==> src/rtl/wdt_cfg_pkg.sv <==
// Package: shared constants and types for the locked watchdog configuration port.
// Assumes 8-bit port data; all key and index codes are fixed by the register layout.
package wdt_cfg_pkg;

    localparam int DATA_W = 8;

    // Key codes written to the index port
    localparam logic [DATA_W-1:0] KEY_ENTER = 8'h87;
    localparam logic [DATA_W-1:0] KEY_EXIT  = 8'hAA;

    // Register indices
    localparam logic [DATA_W-1:0] IDX_PAGE  = 8'h07;
    localparam logic [DATA_W-1:0] IDX_EN    = 8'h30;
    localparam logic [DATA_W-1:0] IDX_UNIT  = 8'hF5;
    localparam logic [DATA_W-1:0] IDX_TMO   = 8'hF6;
    localparam logic [DATA_W-1:0] IDX_SRC   = 8'hF7;

    // Page number of the watchdog device
    localparam logic [DATA_W-1:0] PAGE_WDT  = 8'h08;

    // Field bit positions
    localparam int BIT_EN    = 0;
    localparam int BIT_UNIT  = 3;
    localparam int BIT_KBD   = 6;
    localparam int BIT_MOUSE = 7;

    // Read value of a closed port
    localparam logic [DATA_W-1:0] CLOSED_RD = 8'hFF;

    typedef enum logic [1:0] {
        KEY_IDLE = 2'd0,
        KEY_HALF = 2'd1,
        KEY_OPEN = 2'd2
    } key_state_t;

endpackage

==> src/rtl/wdt_key_gate.sv <==
// Module: wdt_key_gate
// Tracks the entry/exit key on index-port writes and reports whether configuration
// mode is open. While open, every index write other than the exit key is forwarded
// as an index load. Assumes idx_wr is a single-cycle strobe.
module wdt_key_gate
    import wdt_cfg_pkg::*;
(
    input  logic              clk,
    input  logic              rst_n,
    input  logic              idx_wr,
    input  logic [DATA_W-1:0] wdata,
    output logic              cfg_open,
    output logic              idx_load
);

    key_state_t state_q;

    // Key match state machine, advanced only by index-port writes
    always_ff @(posedge clk) begin
        if (!rst_n) begin
            state_q <= KEY_IDLE;
        end else if (idx_wr) begin
            case (state_q)
                KEY_IDLE: state_q <= (wdata == KEY_ENTER) ? KEY_HALF : KEY_IDLE;
                KEY_HALF: state_q <= (wdata == KEY_ENTER) ? KEY_OPEN : KEY_IDLE;
                KEY_OPEN: state_q <= (wdata == KEY_EXIT)  ? KEY_IDLE : KEY_OPEN;
                default:  state_q <= KEY_IDLE;
            endcase
        end
    end

    // Decode open state and the index-capture strobe
    always_comb begin
        cfg_open = (state_q == KEY_OPEN);
        idx_load = idx_wr && cfg_open && (wdata != KEY_EXIT);
    end


    open_after_half_chk: assert property (@(posedge clk) disable iff (!rst_n)
        $rose(cfg_open) |-> ($past(state_q) == KEY_HALF && $past(idx_wr)));


    exit_closes_chk: assert property (@(posedge clk) disable iff (!rst_n)
        (idx_wr && cfg_open && wdata == KEY_EXIT) |=> !cfg_open);

endmodule

==> src/rtl/wdt_page_regs.sv <==
// Module: wdt_page_regs
// Holds the index register, the page select and the watchdog-page control fields.
// It also forms the data-port read value. Writes take effect only while configuration
// mode is open. Assumes the counter value is supplied by the countdown module.
module wdt_page_regs
    import wdt_cfg_pkg::*;
(
    input  logic              clk,
    input  logic              rst_n,
    input  logic              cfg_open_i,
    input  logic              idx_load_i,
    input  logic              data_wr_i,
    input  logic [DATA_W-1:0] wdata_i,
    input  logic [DATA_W-1:0] cnt_i,
    output logic [DATA_W-1:0] idx_o,
    output logic [DATA_W-1:0] data_rd_o,
    output logic              en_o,
    output logic              unit_min_o,
    output logic              kbd_mask_o,
    output logic              mouse_mask_o,
    output logic              tmo_load_o
);

    logic [DATA_W-1:0] idx_q;
    logic [DATA_W-1:0] page_q;
    logic              en_q;
    logic              unit_q;
    logic              kbd_q;
    logic              mouse_q;
    logic              wdt_page;
    logic              wr_ok;

    // Write qualification shared by all registers
    always_comb begin
        wdt_page = (page_q == PAGE_WDT);
        wr_ok    = data_wr_i && cfg_open_i;
    end

    // Capture the register index from the index port
    always_ff @(posedge clk) begin
        if (!rst_n) begin
            idx_q <= '0;
        end else if (idx_load_i) begin
            idx_q <= wdata_i;
        end
    end

    // Page select register, visible on every page
    always_ff @(posedge clk) begin
        if (!rst_n) begin
            page_q <= '0;
        end else if (wr_ok && idx_q == IDX_PAGE) begin
            page_q <= wdata_i;
        end
    end

    // Watchdog-page control fields
    always_ff @(posedge clk) begin
        if (!rst_n) begin
            en_q    <= 1'b0;
            unit_q  <= 1'b0;
            kbd_q   <= 1'b0;
            mouse_q <= 1'b0;
        end else if (wr_ok && wdt_page) begin
            case (idx_q)
                IDX_EN:   en_q   <= wdata_i[BIT_EN];
                IDX_UNIT: unit_q <= wdata_i[BIT_UNIT];
                IDX_SRC: begin
                    kbd_q   <= wdata_i[BIT_KBD];
                    mouse_q <= wdata_i[BIT_MOUSE];
                end
                default: ;
            endcase
        end
    end

    // Timeout load strobe toward the countdown
    always_comb begin
        tmo_load_o = wr_ok && wdt_page && (idx_q == IDX_TMO);
    end

    // Data-port read value for the selected index
    always_comb begin
        data_rd_o = '0;
        if (idx_q == IDX_PAGE) begin
            data_rd_o = page_q;
        end else if (wdt_page) begin
            case (idx_q)
                IDX_EN:   data_rd_o[BIT_EN]   = en_q;
                IDX_UNIT: data_rd_o[BIT_UNIT] = unit_q;
                IDX_TMO:  data_rd_o           = cnt_i;
                IDX_SRC: begin
                    data_rd_o[BIT_KBD]   = kbd_q;
                    data_rd_o[BIT_MOUSE] = mouse_q;
                end
                default: data_rd_o = '0;
            endcase
        end
    end

    // Drive outputs from the stored fields
    always_comb begin
        idx_o        = idx_q;
        en_o         = en_q;
        unit_min_o   = unit_q;
        kbd_mask_o   = kbd_q;
        mouse_mask_o = mouse_q;
    end


    closed_page_hold_chk: assert property (@(posedge clk) disable iff (!rst_n)
        !cfg_open_i |=> $stable(page_q));


    off_page_hold_chk: assert property (@(posedge clk) disable iff (!rst_n)
        (!wdt_page) |=> ($stable(en_q) && $stable(unit_q) && $stable(kbd_q) && $stable(mouse_q)));

endmodule

==> src/rtl/wdt_countdown.sv <==
// Module: wdt_countdown
// 8-bit watchdog counter with a seconds/minutes time base, activity reloads and a
// one-cycle reset request on expiry. Assumes sec_tick, kbd_act and mouse_act are
// single-cycle pulses and TICKS_PER_MIN is at least 2.
module wdt_countdown
    import wdt_cfg_pkg::*;
#(
    parameter int TICKS_PER_MIN = 60
) (
    input  logic              clk,
    input  logic              rst_n,
    input  logic              en_i,
    input  logic              unit_min_i,
    input  logic              load_i,
    input  logic [DATA_W-1:0] load_val_i,
    input  logic              sec_tick_i,
    input  logic              kbd_act_i,
    input  logic              mouse_act_i,
    input  logic              kbd_mask_i,
    input  logic              mouse_mask_i,
    output logic [DATA_W-1:0] cnt_o,
    output logic              rst_req_o
);

    localparam int PRE_W = (TICKS_PER_MIN > 2) ? $clog2(TICKS_PER_MIN) : 1;
    localparam logic [PRE_W-1:0] PRE_LAST = PRE_W'(TICKS_PER_MIN - 1);

    logic [DATA_W-1:0] cnt_q;
    logic [DATA_W-1:0] reload_q;
    logic [PRE_W-1:0]  pre_q;
    logic              rst_req_q;
    logic              act_reload;
    logic              unit_tick;
    logic              step;

    // Decode reload, unit tick and decrement conditions
    always_comb begin
        act_reload = ((kbd_act_i && kbd_mask_i) || (mouse_act_i && mouse_mask_i))
                     && (cnt_q != '0);
        unit_tick  = sec_tick_i && (!unit_min_i || pre_q == PRE_LAST);
        step       = en_i && (cnt_q != '0) && unit_tick && !load_i && !act_reload;
    end

    // Minute prescaler, restarted on any counter reload
    always_ff @(posedge clk) begin
        if (!rst_n) begin
            pre_q <= '0;
        end else if (load_i || act_reload || !(en_i && unit_min_i)) begin
            pre_q <= '0;
        end else if (sec_tick_i) begin
            pre_q <= (pre_q == PRE_LAST) ? '0 : pre_q + 1'b1;
        end
    end

    // Remember the last written timeout for activity reloads
    always_ff @(posedge clk) begin
        if (!rst_n) begin
            reload_q <= '0;
        end else if (load_i) begin
            reload_q <= load_val_i;
        end
    end

    // Counter: software load, then activity reload, then decrement
    always_ff @(posedge clk) begin
        if (!rst_n) begin
            cnt_q <= '0;
        end else if (load_i) begin
            cnt_q <= load_val_i;
        end else if (act_reload) begin
            cnt_q <= reload_q;
        end else if (step) begin
            cnt_q <= cnt_q - 1'b1;
        end
    end

    // Expiry pulse when the counter steps from one to zero
    always_ff @(posedge clk) begin
        if (!rst_n) begin
            rst_req_q <= 1'b0;
        end else begin
            rst_req_q <= step && (cnt_q == DATA_W'(1));
        end
    end

    // Drive outputs
    always_comb begin
        cnt_o     = cnt_q;
        rst_req_o = rst_req_q;
    end


    req_at_expiry_chk: assert property (@(posedge clk) disable iff (!rst_n)
        rst_req_o |-> (cnt_o == '0 && $past(cnt_o) == DATA_W'(1)));


    zero_sticks_chk: assert property (@(posedge clk) disable iff (!rst_n)
        (cnt_o == '0 && !load_i) |=> cnt_o == '0);


    disabled_hold_chk: assert property (@(posedge clk) disable iff (!rst_n)
        (!en_i && !load_i && !kbd_act_i && !mouse_act_i) |=> $stable(cnt_o));


    prescale_range_chk: assert property (@(posedge clk) disable iff (!rst_n)
        int'(pre_q) < TICKS_PER_MIN);

endmodule

==> src/rtl/wdt_cfg_port.sv <==
// Module: wdt_cfg_port (top)
// Index/data port front end for the locked watchdog register file. It decodes the
// two port addresses, gates reads while closed and wires the key gate, the register
// page and the countdown together. Assumes bus strobes last one cycle.
module wdt_cfg_port
    import wdt_cfg_pkg::*;
#(
    parameter int                ADDR_W        = 16,
    parameter logic [ADDR_W-1:0] INDEX_ADDR    = 16'h002E,
    parameter logic [ADDR_W-1:0] DATA_ADDR     = 16'h002F,
    parameter int                TICKS_PER_MIN = 60
) (
    input  logic              clk,
    input  logic              rst_n,
    input  logic              bus_wr,
    input  logic              bus_rd,
    input  logic [ADDR_W-1:0] bus_addr,
    input  logic [DATA_W-1:0] bus_wdata,
    output logic [DATA_W-1:0] bus_rdata,
    input  logic              sec_tick,
    input  logic              kbd_act,
    input  logic              mouse_act,
    output logic              rst_req
);

    logic              idx_wr;
    logic              data_wr;
    logic              cfg_open;
    logic              idx_load;
    logic [DATA_W-1:0] idx_q;
    logic [DATA_W-1:0] data_rd;
    logic              en;
    logic              unit_min;
    logic              kbd_mask;
    logic              mouse_mask;
    logic              tmo_load;
    logic [DATA_W-1:0] cnt;

    // Port address decode for write strobes
    always_comb begin
        idx_wr  = bus_wr && (bus_addr == INDEX_ADDR);
        data_wr = bus_wr && (bus_addr == DATA_ADDR);
    end

    wdt_key_gate u_key (
        .clk      (clk),
        .rst_n    (rst_n),
        .idx_wr   (idx_wr),
        .wdata    (bus_wdata),
        .cfg_open (cfg_open),
        .idx_load (idx_load)
    );

    wdt_page_regs u_regs (
        .clk          (clk),
        .rst_n        (rst_n),
        .cfg_open_i   (cfg_open),
        .idx_load_i   (idx_load),
        .data_wr_i    (data_wr),
        .wdata_i      (bus_wdata),
        .cnt_i        (cnt),
        .idx_o        (idx_q),
        .data_rd_o    (data_rd),
        .en_o         (en),
        .unit_min_o   (unit_min),
        .kbd_mask_o   (kbd_mask),
        .mouse_mask_o (mouse_mask),
        .tmo_load_o   (tmo_load)
    );

    wdt_countdown #(
        .TICKS_PER_MIN (TICKS_PER_MIN)
    ) u_cnt (
        .clk          (clk),
        .rst_n        (rst_n),
        .en_i         (en),
        .unit_min_i   (unit_min),
        .load_i       (tmo_load),
        .load_val_i   (bus_wdata),
        .sec_tick_i   (sec_tick),
        .kbd_act_i    (kbd_act),
        .mouse_act_i  (mouse_act),
        .kbd_mask_i   (kbd_mask),
        .mouse_mask_i (mouse_mask),
        .cnt_o        (cnt),
        .rst_req_o    (rst_req)
    );

    // Read mux: closed ports return all ones, unknown addresses return zero
    always_comb begin
        bus_rdata = '0;
        if (bus_rd) begin
            if (bus_addr == INDEX_ADDR) begin
                bus_rdata = cfg_open ? idx_q : CLOSED_RD;
            end else if (bus_addr == DATA_ADDR) begin
                bus_rdata = cfg_open ? data_rd : CLOSED_RD;
            end
        end
    end


    stray_write_chk: assert property (@(posedge clk) disable iff (!rst_n)
        (bus_wr && bus_addr != INDEX_ADDR && bus_addr != DATA_ADDR) |=> $stable(cfg_open));

endmodule

==> config.mk <==
export PLATFORM = sky130hd
export DESIGN_NAME = wdt_cfg_port
export DESIGN_NICKNAME = d
export VERILOG_FILES = /design/src/rtl/wdt_cfg_pkg.sv /design/src/rtl/wdt_key_gate.sv /design/src/rtl/wdt_page_regs.sv /design/src/rtl/wdt_countdown.sv /design/src/rtl/wdt_cfg_port.sv
export SDC_FILE = /design/constraint.sdc
export NUM_CORES = 1
export LEC_CHECK = 0
export ABC_AREA = 0
export BUFFER_PORTS_ARGS = -buffer_cell sky130_fd_sc_hd__buf_4
export CAP_MARGIN = 20
export CORE_UTILIZATION = 50
export DETAILED_ROUTE_END_ITERATION = 8
export HOLD_SLACK_MARGIN = 0.08
export PLACE_DENSITY_LB_ADDON = 0.12
export SETUP_SLACK_MARGIN = 0.5
export SLEW_MARGIN = 20
export SYNTH_ARGS = -nofsm -noshare
export SYNTH_HDL_FRONTEND = slang
export SYNTH_HIERARCHICAL = 1
export SYNTH_SLANG_ARGS = --single-unit
export TNS_END_PERCENT = 1
==> constraint.sdc <==
create_clock -name clk -period 2.85 [get_ports clk]
set_input_delay 0.285 -clock clk [delete_from_list [all_inputs] [get_ports clk]]
set_output_delay 0.285 -clock clk [all_outputs]
set_load 0.03 [all_outputs]
==> flow_summary.yaml <==
timing:
  worst_slew_pin_slew_ns: 0.632
  finalCritPeriodShare: 0.829
  setup_tns_ns: 0
  period_needed_ns: 2.36
  setup_ws_ns: 0.486
  fmax_mhz: 423
  slew_headroom: 0.579
  holdWs_ns: 0.273
  fin_skew_ns: 0.00935
  setup_viol: 0
  rsz0062_at_grt: "true"
  drv_slew: 0
  final_hold_viol_count: 0
placement:
  dp_slack_ns: 0.188
  routabilityCongestion: 1.02
  postPlaceCellArea_sq_um: 3070
  place_inst: 402
  hpwl_um: 4940
  portBuffers: 39
yosys:
  yosysWarnings: 6
  synth_top_area_share: 0.333
  yosys.area.top_type: "dfxtp_1"
  synthesis.nets: 335
  synth_area_leaders: "dfxtp_1, mux2i_1, nand2_1"
  yosysSeqAreaShare: 0.333
  synthFlopType: "dfxtp_1"
  ys_seq_elements: 45
  syn_inst: 300
  synth-edff-count: 0
  avgSynthCellArea_sq_um: 9.01
  synth_async_sr_flop_share: 0
  synth_area_sq_um: 2700
  yosysUniqueCellTypes: 64
power_and_ir_drop:
  fin_total_pwr_mw: 1.30
  ir_worst_vdd_v: 0.000256
  power_density_nw_per_um2: 397
  leakage_nw: 1.32
clocking:
  clock_sinks: 45
  cts_buffers: 5
  cts_max_level: 2
  cts_root_buffer: "clkbuf_8"
  clk_pin_slew_ns: 0.09
  cts_buffer_depth: 2
  cts_tree: "yes"
  hold_buffers: 0
  insertion_delay_ns: 0.30
route:
  wl_per_cell_um: 16.7
  vias_per_cell: 5.92
  vias: 2439
  dr.first_iter.drc_count: 198
  routed_wl_um: 6880
  drc: 0
  detail-route-antenna-nets: 0
  firstDrtPassIters: 4
cells_and_area:
  area_delta_synth_final_pct: 20.8
  drive_gt1_frac: 0.266
  final_area_sq_um: 3270
  final_core_util: 0.631
  final_nets: 376
  fin_cells: 412
  diodes: 0
critical_path:
  r2r_start: "u_regs/page_q[7]$_SDFFE_PN0P_"
  worstSetupStartpoint: "u_regs/page_q[7]$_SDFFE_PN0P_"
  r2r_end: "u_cnt/cnt_o[5]$_SDFFE_PN0P_"
  worstSetupPathType: "flop to output port"
  cp.required_ns: 2.57
  worstRegToRegCells: 8
  endpoint_kind: "output port"
  crit_fanout: 4
  critPathCapture: "bus_rdata[2]"
  rrSetupSlack_ns: 0.66
  arrival_ns: 2.08
  crit_path_start_kind: "flop"
floorplan:
  ioPinCount: 40
  die_w_um: 75.5
  dieHeight_um: 75.5
  start_util: 0.522
  num_rows: 26
  core_area_sq_um: 5170
  die_area_sq_um: 5700
global_routing:
  antenna_found_initial: 0
  grt_use_met3: 0.0476
  gr-usage-met1: 0.331
  busiest_layer: "met2"
  overflow: 0
  grt_max_degree: 34
  grt_usage: 0.249
  grt_pass1_vias: 2151
  grt_use_met2: 0.406
  grt_pass1_wl_um: 10600
hold_path:
  hold_path.class: "primary input to flop"
flow_run:
  max-cap-violations: 0
outcome:
  outcome: "completed"
## cell usage after synthesis (5+ instances only)
master	count
o21ai_1	5
a22o_1	6
nand3_1	5
a21oi_1	19
nor2b_1	7
nor3_1	5
mux2i_1	29
dfxtp_1	45
nand2_1	42
clkbuf_1	8
nor2_1	26
inv_1	6
nand4_1	7
a31oi_1	5
## flip-flops by register name (all words and copies together) (netlist names)
name and cells:
u_regs/kbd_mask_o 1, u_cnt/cnt_o 8, u_cnt/reload_q 8, u_cnt/pre_q 6
u_cnt/rst_req_o 1, u_key/state_q 2, u_regs/unit_min_o 1, u_regs/page_q 8
u_regs/idx_o 8, u_regs/en_o 1, u_regs/mouse_mask_o 1
## critical path: stages, from the launching register on
cell and delay [ns]:
dfxtp_2 0.35, nor4_4 0.31, nand2_1 0.12, and4bb_2 0.38, a22o_1 0.20, mux2i_1 0.09, a21oi_1 0.14, buf_4 0.18
## per-layer routing
| layer | part of all wire | wire [um] |
|---|---|---|
| met3 | 0.065 | 449 |
| met2 | 0.46 | 3140 |
| met4 | 0.030 | 206 |
| met1 | 0.45 | 3090 |
| met5 | 0 | 0 |
## worst min path at each step
| stage | startpoint | to | slack (ns) | cells past startpoint |
|---|---|---|---|---|
| floorplan | rst_n | u_key/state_q[1]$_SDFFE_PN0P_ | 0.41 | 1 |
| global placement | u_cnt/reload_q[2]$_SDFFE_PN0P_ | u_cnt/reload_q[2]$_SDFFE_PN0P_ | 0.45 | 2 |
| detailed placement | u_cnt/reload_q[1]$_SDFFE_PN0P_ | u_cnt/reload_q[1]$_SDFFE_PN0P_ | 0.46 | 2 |
| CTS | bus_wdata[1] | u_regs/idx_o[1]$_SDFFE_PN0P_ | 0.26 | 3 |
| global route | bus_wdata[1] | u_regs/page_q[1]$_SDFFE_PN0P_ | 0.27 | 3 |
| finish | bus_wdata[5] | u_regs/page_q[5]$_SDFFE_PN0P_ | 0.27 | 3 |
## kinds of logic (layout without fill, tap and decap cells)
kind of cell | after synthesis | after routing | share of synthesized area
flops | 45 | 45 | 0.333
fa+ha+maj | 4 | 4 | 0.0185
simple gates | 131 | 131 | 0.305
mux | 31 | 31 | 0.116
buf+inv | 20 | 62 | 0.0324
compound gates | 62 | 62 | 0.172
xor+xnor | 7 | 7 | 0.0227
## layout make-up
class                      count  area (sq um)
inverter                       8          30.0
fill                         430          1910
clock inverter                 3          68.8
tap                           70          87.6
timing repair buffer          46           345
multi-input combinational    235          1760
sequential                    45           907
clock buffer                   5          68.8
## what timing repair did
| item | in CTS | in global routing |
|---|---|---|
| hold endpoints to repair | 0 | 0 |
| pin swaps | 0 | 7 |
| setup endpoints to repair | 9 | 12 |
| buffers inserted | 0 | 2 |
| gates resized for setup | 3 | 11 |
## cell usage in the layout (no fill, tap or decap), types with 4 or more instances in the layout
master and n:
inv_1 6, dfxtp_2 5, dfxtp_1 40, nor3_1 5, o211ai_1 4, a32o_1 4
nand2_1 42, a31oi_1 5, o21ai_1 5, mux2i_1 29, a21oi_1 19, ha_1 4
clkbuf_8 5, a22o_1 6, nor2b_1 7, nand3_1 5, xnor2_1 4, nand4_1 7
buf_4 46, nor2_1 24, and4b_1 4
## power breakdown
| part | switching, mW | internal, mW | leakage (nW) |
|---|---|---|---|
| sequential | 0.00000000118 | 0.628 | 0.365 |
| clock | 0.236 | 0.353 | 0.0687 |
| combinational | 0.0410 | 0.0373 | 0.882 |
| total | 0.277 | 1.02 | 1.32 |
No activity file was read; power rests on OpenSTA's default activity.
